<file path="src/rtl/tcap_pkg.sv">
package tcap_pkg;
    typedef enum logic [2:0] {
        ST_IDLE  = 3'd0,
        ST_FILL  = 3'd1,
        ST_ARMED = 3'd2,
        ST_POST  = 3'd3,
        ST_DONE  = 3'd4
    } tcap_state_e;
endpackage

</file>
<file path="src/rtl/tcap_ctrl.sv">
module tcap_ctrl
    import tcap_pkg::*;
#(
    parameter int DEPTH = 16,
    parameter int AW    = $clog2(DEPTH)
) (
    input  logic              clk,
    input  logic              rst_n,
    input  logic              arm_i,
    input  logic              trig_i,
    input  logic [AW-1:0]     post_len_i,
    output tcap_state_e       state_o,
    output logic              wr_en_o,
    output logic              trig_take_o,
    output logic [AW-1:0]     pre_len_o,
    output logic              pre_valid_o,
    output logic              done_o
);
    tcap_state_e       state_q, state_d;
    logic [AW-1:0]     cnt_q;
    logic [AW-1:0]     post_q;
    logic [AW:0]       pre_full;

    assign pre_full  = (AW+1)'(DEPTH) - {1'b0, post_q};
    assign pre_len_o = pre_full[AW-1:0];
    assign state_o   = state_q;

    // next-state logic
    always_comb begin
        state_d = state_q;
        unique case (state_q)
            ST_IDLE:  if (arm_i) state_d = ST_FILL;
            ST_FILL:  begin
                if (arm_i)                           state_d = ST_FILL;
                else if (cnt_q == pre_len_o - 1'b1)  state_d = ST_ARMED;
            end
            ST_ARMED: begin
                if (arm_i)       state_d = ST_FILL;
                else if (trig_i) state_d = (post_q == AW'(1)) ? ST_DONE : ST_POST;
            end
            ST_POST:  begin
                if (arm_i)                        state_d = ST_FILL;
                else if (cnt_q == post_q - 1'b1)  state_d = ST_DONE;
            end
            ST_DONE:  if (arm_i) state_d = ST_FILL;
            default:  state_d = ST_IDLE;
        endcase
    end

    // state register
    always_ff @(posedge clk or negedge rst_n) begin
        if (!rst_n) state_q <= ST_IDLE;
        else        state_q <= state_d;
    end

    // post length latch and phase counter
    always_ff @(posedge clk or negedge rst_n) begin
        if (!rst_n) begin
            post_q <= AW'(1);
            cnt_q  <= '0;
        end else if (arm_i) begin
            post_q <= (post_len_i == '0) ? AW'(1) : post_len_i;
            cnt_q  <= '0;
        end else begin
            unique case (state_q)
                ST_FILL:  cnt_q <= cnt_q + 1'b1;
                ST_ARMED: if (trig_i) cnt_q <= AW'(1);
                ST_POST:  cnt_q <= cnt_q + 1'b1;
                default:  cnt_q <= cnt_q;
            endcase
        end
    end

    // outputs
    always_comb begin
        wr_en_o     = 1'b0;
        trig_take_o = 1'b0;
        pre_valid_o = 1'b0;
        done_o      = 1'b0;
        unique case (state_q)
            ST_IDLE:  ;
            ST_FILL:  wr_en_o = 1'b1;
            ST_ARMED: begin
                wr_en_o     = 1'b1;
                pre_valid_o = 1'b1;
                trig_take_o = trig_i && !arm_i;
            end
            ST_POST:  begin
                wr_en_o     = 1'b1;
                pre_valid_o = 1'b1;
            end
            ST_DONE:  begin
                pre_valid_o = 1'b1;
                done_o      = 1'b1;
            end
            default:  ;
        endcase
    end

    assert_arm_restarts_R2: assert property (@(posedge clk) disable iff (!rst_n)
        arm_i |=> state_q == ST_FILL);

    assert_fill_ignores_trig_R4: assert property (@(posedge clk) disable iff (!rst_n)
        (state_q == ST_FILL && trig_i && !arm_i) |=> (state_q == ST_FILL || state_q == ST_ARMED));

    assert_prevalid_from_fill_R4: assert property (@(posedge clk) disable iff (!rst_n)
        $rose(pre_valid_o) |-> $past(state_q) == ST_FILL);

    assert_post_bounded_R6: assert property (@(posedge clk) disable iff (!rst_n)
        state_q == ST_POST |-> (cnt_q < post_q && cnt_q != '0));

    assert_done_holds_R7: assert property (@(posedge clk) disable iff (!rst_n)
        (state_q == ST_DONE && !arm_i) |=> state_q == ST_DONE);
endmodule

</file>
<file path="src/rtl/tcap_ring.sv">
module tcap_ring #(
    parameter int DATA_W = 8,
    parameter int DEPTH  = 16,
    parameter int AW     = $clog2(DEPTH)
) (
    input  logic              clk,
    input  logic              rst_n,
    input  logic              wr_en_i,
    input  logic [DATA_W-1:0] sample_i,
    input  logic              trig_take_i,
    input  logic [AW-1:0]     rd_addr_i,
    output logic [AW-1:0]     wr_addr_o,
    output logic [AW-1:0]     trig_addr_o,
    output logic [DATA_W-1:0] rd_data_o
);
    logic [DATA_W-1:0] mem [DEPTH];
    logic [AW-1:0]     wp_q;
    logic [AW-1:0]     tp_q;

    always_ff @(posedge clk or negedge rst_n) begin
        if (!rst_n) begin
            wp_q <= '0;
            tp_q <= '0;
        end else begin
            if (wr_en_i)     wp_q <= wp_q + 1'b1;
            if (trig_take_i) tp_q <= wp_q;
        end
    end

    always_ff @(posedge clk) begin
        if (wr_en_i) mem[wp_q] <= sample_i;
    end

    assign wr_addr_o   = wp_q;
    assign trig_addr_o = tp_q;
    assign rd_data_o   = mem[rd_addr_i];

    assert_wrap_R3: assert property (@(posedge clk) disable iff (!rst_n)
        (wr_en_i && wp_q == AW'(DEPTH-1)) |=> wp_q == '0);

    assert_idle_no_move_R7: assert property (@(posedge clk) disable iff (!rst_n)
        !wr_en_i |=> $stable(wp_q));
endmodule

</file>
<file path="src/rtl/tcap_reader.sv">
module tcap_reader #(
    parameter int AW = 4
) (
    input  logic          clk,
    input  logic          rst_n,
    input  logic          done_i,
    input  logic          rd_en_i,
    input  logic [AW-1:0] trig_addr_i,
    input  logic [AW-1:0] pre_len_i,
    output logic [AW-1:0] rd_addr_o
);
    logic [AW-1:0] off_q;

    always_ff @(posedge clk or negedge rst_n) begin
        if (!rst_n)             off_q <= '0;
        else if (!done_i)       off_q <= '0;
        else if (rd_en_i)       off_q <= off_q + 1'b1;
    end

    assign rd_addr_o = trig_addr_i - pre_len_i + off_q;

    assert_offset_cleared_R9: assert property (@(posedge clk) disable iff (!rst_n)
        (!done_i && $past(!done_i)) |-> rd_addr_o == trig_addr_i - pre_len_i);
endmodule

</file>
<file path="src/rtl/trig_capture_ctrl.sv">
module trig_capture_ctrl
    import tcap_pkg::*;
#(
    parameter int DATA_W = 8,
    parameter int DEPTH  = 16,
    localparam int AW    = $clog2(DEPTH)
) (
    input  logic              clk,
    input  logic              rst_n,
    input  logic              arm_i,
    input  logic [AW-1:0]     post_len_i,
    input  logic              trig_i,
    input  logic [DATA_W-1:0] sample_i,
    input  logic              rd_en_i,
    output logic [DATA_W-1:0] rd_data_o,
    output logic [AW-1:0]     trig_addr_o,
    output logic              pre_valid_o,
    output logic              done_o
);
    tcap_state_e   state;
    logic          wr_en;
    logic          trig_take;
    logic [AW-1:0] pre_len;
    logic [AW-1:0] wr_addr;
    logic [AW-1:0] rd_addr;

    tcap_ctrl #(.DEPTH(DEPTH), .AW(AW)) u_ctrl (
        .clk         (clk),
        .rst_n       (rst_n),
        .arm_i       (arm_i),
        .trig_i      (trig_i),
        .post_len_i  (post_len_i),
        .state_o     (state),
        .wr_en_o     (wr_en),
        .trig_take_o (trig_take),
        .pre_len_o   (pre_len),
        .pre_valid_o (pre_valid_o),
        .done_o      (done_o)
    );

    tcap_ring #(.DATA_W(DATA_W), .DEPTH(DEPTH), .AW(AW)) u_ring (
        .clk         (clk),
        .rst_n       (rst_n),
        .wr_en_i     (wr_en),
        .sample_i    (sample_i),
        .trig_take_i (trig_take),
        .rd_addr_i   (rd_addr),
        .wr_addr_o   (wr_addr),
        .trig_addr_o (trig_addr_o),
        .rd_data_o   (rd_data_o)
    );

    tcap_reader #(.AW(AW)) u_reader (
        .clk         (clk),
        .rst_n       (rst_n),
        .done_i      (done_o),
        .rd_en_i     (rd_en_i),
        .trig_addr_i (trig_addr_o),
        .pre_len_i   (pre_len),
        .rd_addr_o   (rd_addr)
    );

    // the oldest word sits where the next write would have gone
    assert_read_base_R8: assert property (@(posedge clk) disable iff (!rst_n)
        $rose(done_o) |-> rd_addr == wr_addr);

    assert_done_no_write_R7: assert property (@(posedge clk) disable iff (!rst_n)
        (state == ST_DONE) |-> !wr_en);
endmodule

</file>
<file path="config.mk">
export PLATFORM = sky130hd
export DESIGN_NAME = trig_capture_ctrl
export DESIGN_NICKNAME = d
export VERILOG_FILES = /design/src/rtl/tcap_pkg.sv /design/src/rtl/tcap_ctrl.sv /design/src/rtl/tcap_ring.sv /design/src/rtl/tcap_reader.sv /design/src/rtl/trig_capture_ctrl.sv
export SDC_FILE = /design/constraint.sdc
export NUM_CORES = 1
export LEC_CHECK = 0
export BUFFER_PORTS_ARGS = -buffer_cell sky130_fd_sc_hd__buf_4
export CAP_MARGIN = 10
export CORE_MARGIN = 2
export CORE_UTILIZATION = 61
export DETAILED_ROUTE_END_ITERATION = 6
export PLACE_DENSITY_LB_ADDON = 0.15
export SETUP_SLACK_MARGIN = 0.2
export SLEW_MARGIN = 20
export SYNTH_ARGS = -nofsm -noshare
export SYNTH_HDL_FRONTEND = slang
export SYNTH_SLANG_ARGS = --single-unit
</file>
<file path="constraint.sdc">
create_clock -name clk -period 4.8 [get_ports clk]
set_input_delay 0.96 -clock clk [delete_from_list [all_inputs] [get_ports clk]]
set_output_delay 0.96 -clock clk [all_outputs]
set_load 0.02 [all_outputs]
</file>
==> qor.csv <==
stage,metric,value,unit
yosys,post-synth top area share,59.5,%
layout,Area growth syn-to-layout,18.9,%
run_status,outcome,completed,
global_route,met1 usage,36.6,%
timing,RSZ-0062 raised after global routing,true,
routing,drt first pass iters,5,
yosys,"Seq/Total Area, Yosys",68.5,%
die,chip height,107,um
min_path,HP Class,in -> async,
placement,Cells after DPL,514,
yosys,Synth Warn #,0,
worst_setup_path,crit end category,output pin,
layout,layout cells sized above 1,33.8,%
global_route,first-pass GRT wire length,22.2,mm
clocking,# hold bufs at CTS,0,
yosys,syn nets,386,
timing,setup ws final,18.4,ps
placement,IO Port Bufs,30,
timing,Tightest Pin Transition,1100,ps
placement,gpl congestion,0.797,
worst_setup_path,"CP delay by family, top",adder cells,
placement,pre-CTS WS,375,ps
yosys,Post-synth EDFFs,128,
timing,final hold slack,313,ps
die,area of the die,11400,um^2
power_and_ir_drop,Tot Pwr,6.08,mW
yosys,synthesized instance count,353,
routing,DRT antenna net count,0,
global_route,total grt overflow,0,
clocking,CTS Buffer Depth,2,
clocking,CTS tree,yes,
layout,Final Instance Area,7680,um^2
power_and_ir_drop,pwr/cell area,792,nW/um^2
timing,Max Clock Skew,13.3,ps
global_route,GR Util All Layers,28.8,%
die,Core Region,10300,um^2
worst_setup_path,crit-path cells,"inv_4, ha_4, fa_1, inv_2, fa_2, buf_12, buf_16, mux4_2, mux4_2, buf_6",
yosys,post-synth cell types,42,
worst_setup_path,"Largest stage delay, worst path",640,ps
timing,post-route minimum period,4780,ps
timing,Finish-stage setup viols,0,
routing,Via-to-Cell Ratio,6.24,
yosys,Synth Flop Type,edfxtp_1,
worst_setup_path,CP most frequent cell,mux4_2,
layout,nets,441,
routing,DRC,0,
yosys,"Avg Cell Area, Syn",18.3,um^2
timing,TNS Setup,0,ps
routing,DR WL/cell,26.8,um
routing,Vias,3476,
global_route,"Most Used Layer, Global Route",met2,
layout,fin cells,557,
timing,f_max,209,MHz
die,row count,37,
clocking,TritonCTS Buffers,17,
clocking,clock sink total,151,
die,Die Wd,107,um
global_route,vias in the first global route,3560,
timing,relative slew slack,26.6,%
global_route,GRT met3 Usage,7.05,%
worst_setup_path,Worst EP arrival,3820,ps
timing,Final Hold Fails,0,
clocking,"CTS clk-pin slew, worst paths",60,ps
flow_run,max cap viols,0,
clocking,"Clk Latency, worst-skew pair",540,ps
worst_setup_path,CP Launch Type,register,
worst_setup_path,WP buf/inv,5,
worst_setup_path,slowest CP cell,fa_2,
yosys,Synth Register Bits,151,
timing,final max-slew violation count,0,
yosys,ys async rst share,15.2,%
routing,1st-iter DRT viols,380,
worst_setup_path,CP max FO,8,
timing,crit share post-route,99.6,%
clocking,H-tree depth,4,
routing,DRT Wirelength,14.9,mm
yosys,Post-Syn Area,6450,um^2
global_route,M2 GR Usage,49.5,%
die,IO Pins,31,
power_and_ir_drop,worst vdd ir,0.482,mV
clocking,CTS root buf,clkbuf_8,
placement,placed cell areas,6890,um^2
worst_setup_path,critical path class,reg -> out,
placement,dpl hpwl,8.20,mm
worst_setup_path,Critical Path RT,3840,ps
die,initial core utilization,62.8,%
global_route,initial antenna violation count,1,
global_route,pin count of the biggest net entering global routing,33,
yosys,largest area contributor in the netlist,edfxtp_1,
yosys,Area contributors post-synth,"edfxtp_1, mux4_2, dfrtp_1",
power_and_ir_drop,Leak,2.71,nW
layout,final core utilization,74.7,%
-- kinds of logic after synthesis --
kind of cell,share of synthesized area [%]
and+or+nand+nor,4.69
DFF,68.5
buffers and inverters,2.05
muxes,15.8
xor gates and xnor gates,3.10
adders and majority gates,3.45
AOI/OAI and AO/OA,2.46
-- power by group --
group	switching [mW]	total, mW	leakage, nW	internal [mW]
combinational	1.45	3.03	1.01	1.57
sequential	0.142	1.81	1.45	1.67
clock	0.517	1.25	0.252	0.729
-- placed cells by master (no fill, tap or decap), types with 5 or more instances in the layout --
| cell | Yosys | routed |
|---|---|---|
| xnor2_1 | 12 | 11 |
| mux2_2 | 5 | 5 |
| o21ai_0 | 11 | 11 |
| mux4_2 | 32 | 40 |
| and2_1 | 8 | 8 |
| edfxtp_1 | 128 | 128 |
| dfrtp_1 | 22 | 22 |
| nor2_1 | 16 | 16 |
| buf_4 | 0 | 34 |
| a21oi_1 | 6 | 5 |
| nand2_1 | 10 | 10 |
| ha_1 | 13 | 9 |
| clkbuf_16 | 0 | 16 |
| nor3_1 | 7 | 7 |
| clkinvlp_4 | 0 | 6 |
| buf_6 | 0 | 9 |
| inv_1 | 21 | 17 |
-- layer usage --
layer / share of wire (%) / routed length (um)
met5: 0 / 0
met4: 2.3 / 345
met3: 6.2 / 923
met2: 54 / 8020
met1: 38 / 5630
-- path summary, 6_finish.rpt --
check                                             startpoint                                 to  slack (ps)  cells after the start
max in group asynchronous                              rst_n       u_ctrl.post_q[0]$_DFFE_PN1P_        4200                      1
min in group clk           u_ring.trig_addr_o[1]$_DFFE_PN0P_  u_ring.trig_addr_o[1]$_DFFE_PN0P_         520                      2
hold / removal                                         rst_n      u_reader.off_q[2]$_DFFE_PN0P_         310                      1
setup / recovery                u_ctrl.post_q[0]$_DFFE_PN1P_                       rd_data_o[2]          20                     10
hold reg to reg            u_ring.trig_addr_o[1]$_DFFE_PN0P_  u_ring.trig_addr_o[1]$_DFFE_PN0P_         520                      2
setup reg to reg               u_ctrl.state_o[0]$_DFFE_PN0P_        u_ring.mem[12][3]$_DFFE_PP_        2210                      4
-- flip-flops by register name (all words and copies together), names as in the netlist --
register and count:
u_ring.wr_addr_o 4, u_reader.off_q 4, u_ctrl.cnt_q 4, u_ring.mem 128, u_ring.trig_addr_o 4, u_ctrl.post_q 4
u_ctrl.state_o 3
-- synth_stat cells (2+ instances only) --
master / number
mux4_2: 32
nor3_1: 7
xnor2_1: 12
clkbuf_1: 11
mux2_2: 5
nor2_1: 16
mux4_1: 8
nand2_1: 10
nor3b_1: 2
ha_1: 13
o211ai_1: 2
dfrtp_1: 22
nand4_1: 2
inv_1: 21
a21oi_1: 6
o21ai_0: 11
edfxtp_1: 128
and2_1: 8
a21o_1: 2
xor2_1: 4
nor2b_1: 2
buf_1: 2
fa_1: 3
mux2i_1: 3
nand3_1: 4
-- layout make-up --
| class | instances | area (um^2) |
|---|---|---|
| Antenna cell | 1 | 2.50 |
| Clock buffer | 17 | 414 |
| Clock inverter | 14 | 136 |
| Fill cell | 585 | 2600 |
| Inverter | 21 | 81.3 |
| Multi-Input combinational cell | 167 | 1930 |
| Sequential cell | 151 | 4420 |
| Tap cell | 136 | 170 |
| Timing Repair Buffer | 50 | 519 |
-- repair_timing --
item,in CTS,in global routing
setup endpoints to repair,8,8
resized for setup,25,7
gates cloned,3,0
pin swaps,4,5
buffers inserted,4,4
Note: power is estimated with default switching activity, not from simulation.
